--- config.mk ---
export PLATFORM = sky130hd
export DESIGN_NAME = utmi_rx_deser
export DESIGN_NICKNAME = d
export VERILOG_FILES = /design/src/rtl/utmi_rx_pkg.sv /design/src/rtl/utmi_rx_datapath.sv /design/src/rtl/utmi_rx_ctrl.sv /design/src/rtl/utmi_rx_deser.sv
export SDC_FILE = /design/constraint.sdc
export NUM_CORES = 1
export LEC_CHECK = 0
export BUFFER_PORTS_ARGS = -buffer_cell sky130_fd_sc_hd__buf_2
export CORE_MARGIN = 2
export CORE_UTILIZATION = 55
export DETAILED_ROUTE_END_ITERATION = 12
export PLACE_DENSITY = 0.78
export SYNTH_ARGS = -nofsm -noshare
export SYNTH_HDL_FRONTEND = slang
export SYNTH_SLANG_ARGS = --single-unit
--- constraint.sdc ---
create_clock -name clk -period 2.05 [get_ports clk]
set_input_delay 0.41 -clock clk [delete_from_list [all_inputs] [get_ports clk]]
set_output_delay 0.41 -clock clk [all_outputs]
set_load 0.03 [all_outputs]
--- src/rtl/utmi_rx_pkg.sv ---
package utmi_rx_pkg;

  typedef enum logic [2:0] {
    StIdle,
    StActive,
    StViol,
    StDrain,
    StEnding
  } rxState_t;

  // control -> datapath
  typedef struct packed {
    logic huntEn;
    logic dataEn;
    logic dropEn;
    logic clearPkt;
    logic errPulse;
  } rxStrobe_t;

  // datapath -> control
  typedef struct packed {
    logic decBit;
    logic syncHit;
    logic onesFull;
    logic tailClean;
  } rxStatus_t;

endpackage

--- src/rtl/utmi_rx_datapath.sv ---
module utmi_rx_datapath
  import utmi_rx_pkg::*;
#(
  parameter int ByteW      = 8,
  parameter int SyncZeros  = 5,
  parameter int StuffRun   = 6,
  parameter int EopTail    = 7,
  parameter int SyncStages = 2
) (
  input  logic             clk,
  input  logic             rst,
  input  logic             lineValid,
  input  logic             rxLevel,
  input  logic             suspendN,
  input  logic             lineDp,
  input  logic             lineDm,
  input  rxStrobe_t        strobe,
  output rxStatus_t        status,
  output logic             rxValid,
  output logic             rxError,
  output logic [ByteW-1:0] rxData,
  output logic [1:0]       lineState
);

  localparam int CntW  = $clog2(ByteW);
  localparam int ZeroW = $clog2(SyncZeros + 1);
  localparam int OnesW = $clog2(StuffRun + 1);

  logic             prevLevel;
  logic             decBit;
  logic [ZeroW-1:0] zeroCnt;
  logic [OnesW-1:0] onesCnt;
  logic [CntW-1:0]  bitCnt;
  logic [ByteW-2:0] shiftReg;
  logic [ByteW-1:0] shiftNext;
  logic             byteLast;

  // NRZI decode against the previous level; idle counts as J
  assign decBit = lineValid && (rxLevel == prevLevel);

  always_ff @(posedge clk) begin
    if (rst) prevLevel <= 1'b1;
    else     prevLevel <= lineValid ? rxLevel : 1'b1;
  end

  // start-of-packet hunt: saturating zero counter
  always_ff @(posedge clk) begin
    if (rst || !strobe.huntEn || decBit) begin
      zeroCnt <= '0;
    end else if (zeroCnt != ZeroW'(SyncZeros)) begin
      zeroCnt <= zeroCnt + 1'b1;
    end
  end

  // run-of-ones tracker for unstuffing
  always_ff @(posedge clk) begin
    if (rst || strobe.clearPkt || strobe.dropEn) begin
      onesCnt <= '0;
    end else if (strobe.dataEn) begin
      onesCnt <= decBit ? onesCnt + 1'b1 : '0;
    end
  end

  // byte assembler, LSB first
  assign shiftNext = {decBit, shiftReg};
  assign byteLast  = (bitCnt == CntW'(ByteW - 1));

  always_ff @(posedge clk) begin
    if (rst || strobe.clearPkt) begin
      bitCnt   <= '0;
      shiftReg <= '0;
    end else if (strobe.dataEn) begin
      shiftReg <= shiftNext[ByteW-1:1];
      bitCnt   <= byteLast ? '0 : bitCnt + 1'b1;
    end
  end

  // holding register and strobes toward the controller
  always_ff @(posedge clk) begin
    if (rst) begin
      rxValid <= 1'b0;
      rxError <= 1'b0;
      rxData  <= '0;
    end else begin
      rxValid <= strobe.dataEn && byteLast;
      rxError <= strobe.errPulse;
      if (strobe.dataEn && byteLast) rxData <= shiftNext;
    end
  end

  assign status.decBit    = decBit;
  assign status.syncHit   = decBit && (zeroCnt == ZeroW'(SyncZeros));
  assign status.onesFull  = (onesCnt == OnesW'(StuffRun));
  assign status.tailClean = (bitCnt == CntW'(EopTail));

  // line state synchronizer chain
  logic [SyncStages-1:0][1:0] lsPipe;

  always_ff @(posedge clk) begin
    if (rst) lsPipe[0] <= 2'b00;
    else     lsPipe[0] <= {lineDm, lineDp};
  end

  for (genvar s = 1; s < SyncStages; s++) begin : g_lsStage
    always_ff @(posedge clk) begin
      if (rst) lsPipe[s] <= 2'b00;
      else     lsPipe[s] <= lsPipe[s-1];
    end
  end

  assign lineState = suspendN ? lsPipe[SyncStages-1] : {lineDm, lineDp};

endmodule

--- src/rtl/utmi_rx_ctrl.sv ---
module utmi_rx_ctrl
  import utmi_rx_pkg::*;
(
  input  logic      clk,
  input  logic      rst,
  input  logic      lineValid,
  input  rxStatus_t status,
  output rxStrobe_t strobe,
  output logic      rxActive
);

  rxState_t state, stateNext;

  always_ff @(posedge clk) begin
    if (rst) state <= StIdle;
    else     state <= stateNext;
  end

  always_comb begin
    stateNext = state;
    strobe    = '0;
    unique case (state)
      StIdle: begin
        strobe.huntEn = lineValid;
        if (status.syncHit) begin
          stateNext       = StActive;
          strobe.clearPkt = 1'b1;
        end
      end
      StActive: begin
        if (!lineValid) begin
          strobe.errPulse = 1'b1;
          stateNext       = StEnding;
        end else if (status.onesFull) begin
          if (status.decBit) stateNext     = StViol;
          else               strobe.dropEn = 1'b1;
        end else begin
          strobe.dataEn = 1'b1;
        end
      end
      StViol: begin
        if (!lineValid) begin
          strobe.errPulse = !status.tailClean;
          stateNext       = StEnding;
        end else begin
          strobe.errPulse = 1'b1;
          stateNext       = StDrain;
        end
      end
      StDrain: begin
        if (!lineValid) stateNext = StIdle;
      end
      StEnding: begin
        stateNext = StIdle;
      end
      default: stateNext = StIdle;
    endcase
  end

  assign rxActive = (state != StIdle);

endmodule

--- src/rtl/utmi_rx_deser.sv ---
module utmi_rx_deser
  import utmi_rx_pkg::*;
#(
  parameter int ByteW      = 8,
  parameter int SyncZeros  = 5,
  parameter int StuffRun   = 6,
  parameter int EopTail    = 7,
  parameter int SyncStages = 2
) (
  input  logic             clk,
  input  logic             rst,
  input  logic             lineValid,
  input  logic             rxLevel,
  input  logic             suspendN,
  input  logic             lineDp,
  input  logic             lineDm,
  output logic             rxActive,
  output logic             rxValid,
  output logic             rxError,
  output logic [ByteW-1:0] rxData,
  output logic [1:0]       lineState
);

  rxStrobe_t strobe;
  rxStatus_t status;

  utmi_rx_ctrl u_ctrl (
    .clk      (clk),
    .rst      (rst),
    .lineValid(lineValid),
    .status   (status),
    .strobe   (strobe),
    .rxActive (rxActive)
  );

  utmi_rx_datapath #(
    .ByteW     (ByteW),
    .SyncZeros (SyncZeros),
    .StuffRun  (StuffRun),
    .EopTail   (EopTail),
    .SyncStages(SyncStages)
  ) u_dp (
    .clk      (clk),
    .rst      (rst),
    .lineValid(lineValid),
    .rxLevel  (rxLevel),
    .suspendN (suspendN),
    .lineDp   (lineDp),
    .lineDm   (lineDm),
    .strobe   (strobe),
    .status   (status),
    .rxValid  (rxValid),
    .rxError  (rxError),
    .rxData   (rxData),
    .lineState(lineState)
  );

endmodule

* Word-level counts from Yosys, hierarchy flattened
Cells that the tools add are included.
Widths: inputs -> output; s select.
** Word-level totals
- Register bits after elaboration :: 34
- Input bits :: 7
- Output and inout bits :: 13
- Logic and storage cells :: 61
** Operators by class
- Add/sub/neg operators :: 3
- Equal/unequal tests :: 12
- Multiplexer cells :: 21
- Bitwise operators :: 1
- Reductions and logical operators :: 13
** Operators by type and width (number)
- $mux 3 :: 8
- $pmux 3 s4 :: 1
- $add 3x1->3 const B :: 3
- $eq 3x3->1 const B :: 3
- $mux 1 :: 8
- $eq 3x2->1 const B :: 2
- $mux 2 :: 3
- $ne 3x3->1 const B :: 2
- $logic_or 1x1->1 :: 4
- $ne 2x2->1 const B :: 2
- $reduce_and 4->1 :: 1
- $eq 3x1->1 const B :: 1
- $logic_and 1x1->1 :: 3
- $logic_not 3->1 :: 1
- $ne 3x2->1 const B :: 1
- $reduce_bool 3->1 :: 1
- $logic_not 1->1 :: 2
- $pmux 1 s2 :: 1
- $reduce_or 2->1 :: 1
- $eq 1x1->1 :: 1
- $not 1->1 :: 1

* Logic depth before layout (Yosys ltp)
- Depth in word-level cells :: 7
- Depth in mapped cells :: 6
- Depth with buffers taken out :: 5

* Modules after synthesis
From an unflattened synthesis, not the netlist that was laid out.
** Unflattened totals
- Cells, all modules :: 158
- Area total of the unflattened synthesis :: 1526.5 µm²
** By module, submodules not included
- utmi_rx_datapath :: times used 1, cells each 131, area each 1318.8 µm², sequential area each 620.6 µm²
- utmi_rx_ctrl :: times used 1, cells each 27, area each 207.7 µm², sequential area each 60.1 µm²

* Worst setup path after synthesis
Ideal clock, no wire load.
- Path type :: register to register
- Start point :: register u_dp.onesCnt[0]
- End point :: register u_dp.onesCnt[1]
- Arrival time :: 1436 ps
- Slack :: 540 ps
- Stages on the path, launching flop included :: 6
- Buffers on the path :: 0
- Path through :: dfxtp_1 > inv_1 > ha_1 > and2_1 > or4_1 > a31oi_1
** Between the ends
- Word-level cells in the longest chain between the ends :: 5
- Elaborated cells between the ends (all ways) :: 8
- Classes of those cells :: add/sub: 1; eq/ne: 1; mux: 5; reduce/logical: 1
** RTL lines
- from (decl) :: RTL line utmi_rx_datapath.sv:32 : logic [OnesW-1:0] onesCnt;
- from (signal assigned) :: RTL line utmi_rx_datapath.sv:60 : onesCnt <= decBit ? onesCnt + 1'b1 : '0;
- $eq 3x3->1 :: RTL line utmi_rx_datapath.sv:93 : assign status.onesFull = (onesCnt == OnesW'(StuffRun));
- $mux 1 :: RTL line utmi_rx_ctrl.sv:34 : end else if (status.onesFull) begin
- $mux 2 :: RTL line utmi_rx_ctrl.sv:31 : if (!lineValid) begin
- $mux 2 :: RTL line utmi_rx_ctrl.sv:22 : unique case (state)
- $logic_or 1x1->1 :: RTL line utmi_rx_datapath.sv:57 : if (rst || strobe.clearPkt || strobe.dropEn) begin
Several ways; a longest one is shown, not always the timed one.
A chain may end at the register's enable or synchronous reset.

* Worst setup path after layout
Same ends and word-level chain as after synthesis.

==> results.sh <==
export IMPL_status="completed"
export IMPL_initial_core_util_pct=57.6
export IMPL_reg2reg_depth=5
export IMPL_worstPathArrival_ns=2.03
export IMPL_yosysWarnings=0
export IMPL_die_width_microns=57.5
export IMPL_min_period_ns=1.76
export IMPL_clk_latency_ns=0.33
export IMPL_cp_num_buf_inv=1
export IMPL_worstSetupPathDepth=5
export IMPL_worstSetupStartpointType="flop"
export IMPL_post_cts_buffers=0
export IMPL_root_buffer="clkbuf_4"
export IMPL_dp_slack_ns=0.334
export IMPL_drtPass1Iterations=4
export IMPL_synth_edf_count=0
export IMPL_finalWorstSetupSlack_ns=0.290
export IMPL_hp_start="lineDm"
export IMPL_core_area_sq_um=2730
export IMPL_yosys_area_top_type="dfxtp_1"
export IMPL_setup_viol_count_final=0
export IMPL_tightest_slew_ns=0.462
export IMPL_grt_antenna_before_repair=0
export IMPL_fin_tns_setup_ns=0
export IMPL_critPathCaptureType="flop"
export IMPL_instances_no_fill=216
export IMPL_r2r_setup_slack_ns=0.29
export IMPL_dieHeight_microns=57.5
export IMPL_num_vias=1251
export IMPL_final_hold_violation_count=0
export IMPL_cp_max_fo=14
export IMPL_path_class="reg2reg"
export IMPL_cts_repair_resized=0
export IMPL_synth_seq_area_share_pct=43.2
export IMPL_fin_hold_ws_ns=0.308
export IMPL_io_buffers=19
export IMPL_via_per_inst=5.79
export IMPL_whs_path_depth=2
export IMPL_clk_path_buf_depth=2
export IMPL_powerDensity_nw_per_um2=651
export IMPL_dp_final_hpwl_microns=2050
export IMPL_syn_area_sq_um=1580
export IMPL_synthCells=169
export IMPL_cts_buffers=5
export IMPL_cp_required_ns=2.32
export IMPL_grt_pass1_vias=1089
export IMPL_slew_violations=0
export IMPL_rsz0062_at_grt="false"
export IMPL_initialDrtViolationCount=51
export IMPL_async_flop_share_pct=0
export IMPL_most_common_layout_cells="dfxtp_1, o21ai_0, buf_2"
export IMPL_nets=197
export IMPL_fin_crit_sh_pct=85.9
export IMPL_synth_distinct_cells=35
export IMPL_die_area_sq_um=3310
export IMPL_timing_fmax_mhz=568
export IMPL_grt_pass1_wl_microns=4790
export IMPL_dp_cells=208
export IMPL_syn2layout_area_growth_pct=7.78
export IMPL_cts_htree_levels=2
export IMPL_cp_slowest_stage_delay_ns=0.50
export IMPL_synth_top_area_share_pct=43.2
export IMPL_fill_cells=243
export IMPL_track_usage_pct=19.0
export IMPL_layout_commonest_cell="dfxtp_1"
export IMPL_cp_top_family="simple AND/OR/NAND/NOR gates"
export IMPL_ys_seq_elements=34
export IMPL_synthTopCellsByArea="dfxtp_1, o21ai_0, nand4b_1, ha_1, nand2b_1"
export IMPL_hold_class="in2reg"
export IMPL_irDropWorstVdd_mv=0.575
export IMPL_fin_util_pct=62.1
export IMPL_cts_hold_buf=0
export IMPL_syn_avg_cell_area_sq_um=9.32
export IMPL_slew_headroom_pct=69.2
export IMPL_p_leak_uw=0.000643
export IMPL_wire_per_inst_microns=13.7
export IMPL_ant_nets=0
export IMPL_routed_wl_microns=2970
export IMPL_r2r_start="u_dp.onesCnt[0]"
export IMPL_cp_cell_sequence="inv_1 > ha_1 > and2_1 > or4_1 > a31oi_1"
export IMPL_worstHoldEndpoint="u_dp.lsPipe[1]"
export IMPL_rows=19
export IMPL_clock_skew_ns=0.00672
export IMPL_drive_gt1_share_pct=18.4
export IMPL_overflow=0
export IMPL_clock_sinks=34
export IMPL_pin_count=20
export IMPL_grt_start_max_net_pins=27
export IMPL_place_gp_congestion=0.748
export IMPL_cts_tree="built"
export IMPL_cp_slowest_cell="or4_1"
export IMPL_antenna_cells=0
export IMPL_ys_flop_type="dfxtp_1"
export IMPL_r2r_end="u_dp.onesCnt[1]"
export IMPL_maxCapViolCount=0
export IMPL_route_detailed_drc=0
export IMPL_clk_pin_slew_ns=0.10
export IMPL_synth_fp_nets=182
state kept, by name (all words and copies together), names as in the netlist:
name / flops
u_dp.lsPipe: 4
u_dp.rxData: 8
u_dp.rxError: 1
u_dp.onesCnt: 3
u_dp.rxValid: 1
u_ctrl.state: 3
u_dp.prevLevel: 1
u_dp.bitCnt: 3
u_dp.shiftReg: 7
u_dp.zeroCnt: 3
cell type report:
class / instances / area [sq um] / area share (%)
sequential: 34 / 681 / 40.1
inverter: 5 / 18.8 / 1.11
multi-input combinational: 117 / 790 / 46.5
clock buffer: 7 / 55.1 / 3.24
clock inverter: 1 / 5.00 / 0.295
tap: 31 / 38.8 / 2.28
timing repair buffer: 21 / 110 / 6.48
kinds of logic after synthesis:
logic type / Yosys count / share of synthesized area (%)
muxes: 2 / 1.43
buffers and inverters: 18 / 6.67
and+or+nand+nor: 65 / 26.4
adders and majority gates: 6 / 4.77
DFF: 34 / 43.2
xor gates and xnor gates: 4 / 2.70
AOI/OAI and AO/OA: 40 / 14.9
per-stage QoR:
stage	area [sq um]	power [uW]
6_report	1700	1100
4_1_cts	1700	1110
2_1_floorplan	1580	727
3_3_place_gp	1640	740
5_1_grt	1700	1140
3_5_place_dp	1640	743
synthesized netlist by cell type (all sizes together) (2+ instances only):
master  count
a31oi       5
nand4       2
nand2       6
o21ai      19
xnor2       3
inv         5
nand3      12
ha          6
nor2b       7
mux2        2
nor3b       2
buf         9
nand4b      9
a21oi      10
dfxtp      34
or4         2
nand2b     10
nor3        3
and2        2
nor2        6
clkbuf      4
layer usage:
metal	track usage, %	vias up	routed length, microns	share of wire (%)
li1	-	632	-	-
met2	32.3	32	1480	50
met1	21.8	583	1300	44
met4	8.97	0	31	1.0
met5	0	-	0	0
met3	5.44	4	165	5.6
power breakdown:
part / internal, uW / leakage (uW) / switching [uW]
combinational: 23.9 / 0.000333 / 34.9
sequential: 666 / 0.000275 / 2.81
clock: 166 / 0.0000353 / 211
total: 856 / 0.000643 / 249
worst max-delay path by stage:
| stage | from | to |
|---|---|---|
| 2_1_floorplan | u_dp.onesCnt[0] | u_dp.onesCnt[1] |
| 3_3_place_gp | u_dp.onesCnt[0] | u_dp.onesCnt[1] |
| 3_5_place_dp | u_dp.onesCnt[0] | u_dp.onesCnt[1] |
| 4_1_cts | u_ctrl.state[0] | rxActive |
| 5_1_grt | u_dp.onesCnt[0] | u_dp.onesCnt[1] |
| 6_report | u_dp.onesCnt[0] | u_dp.onesCnt[1] |
(Power assumes the default switching activity.)
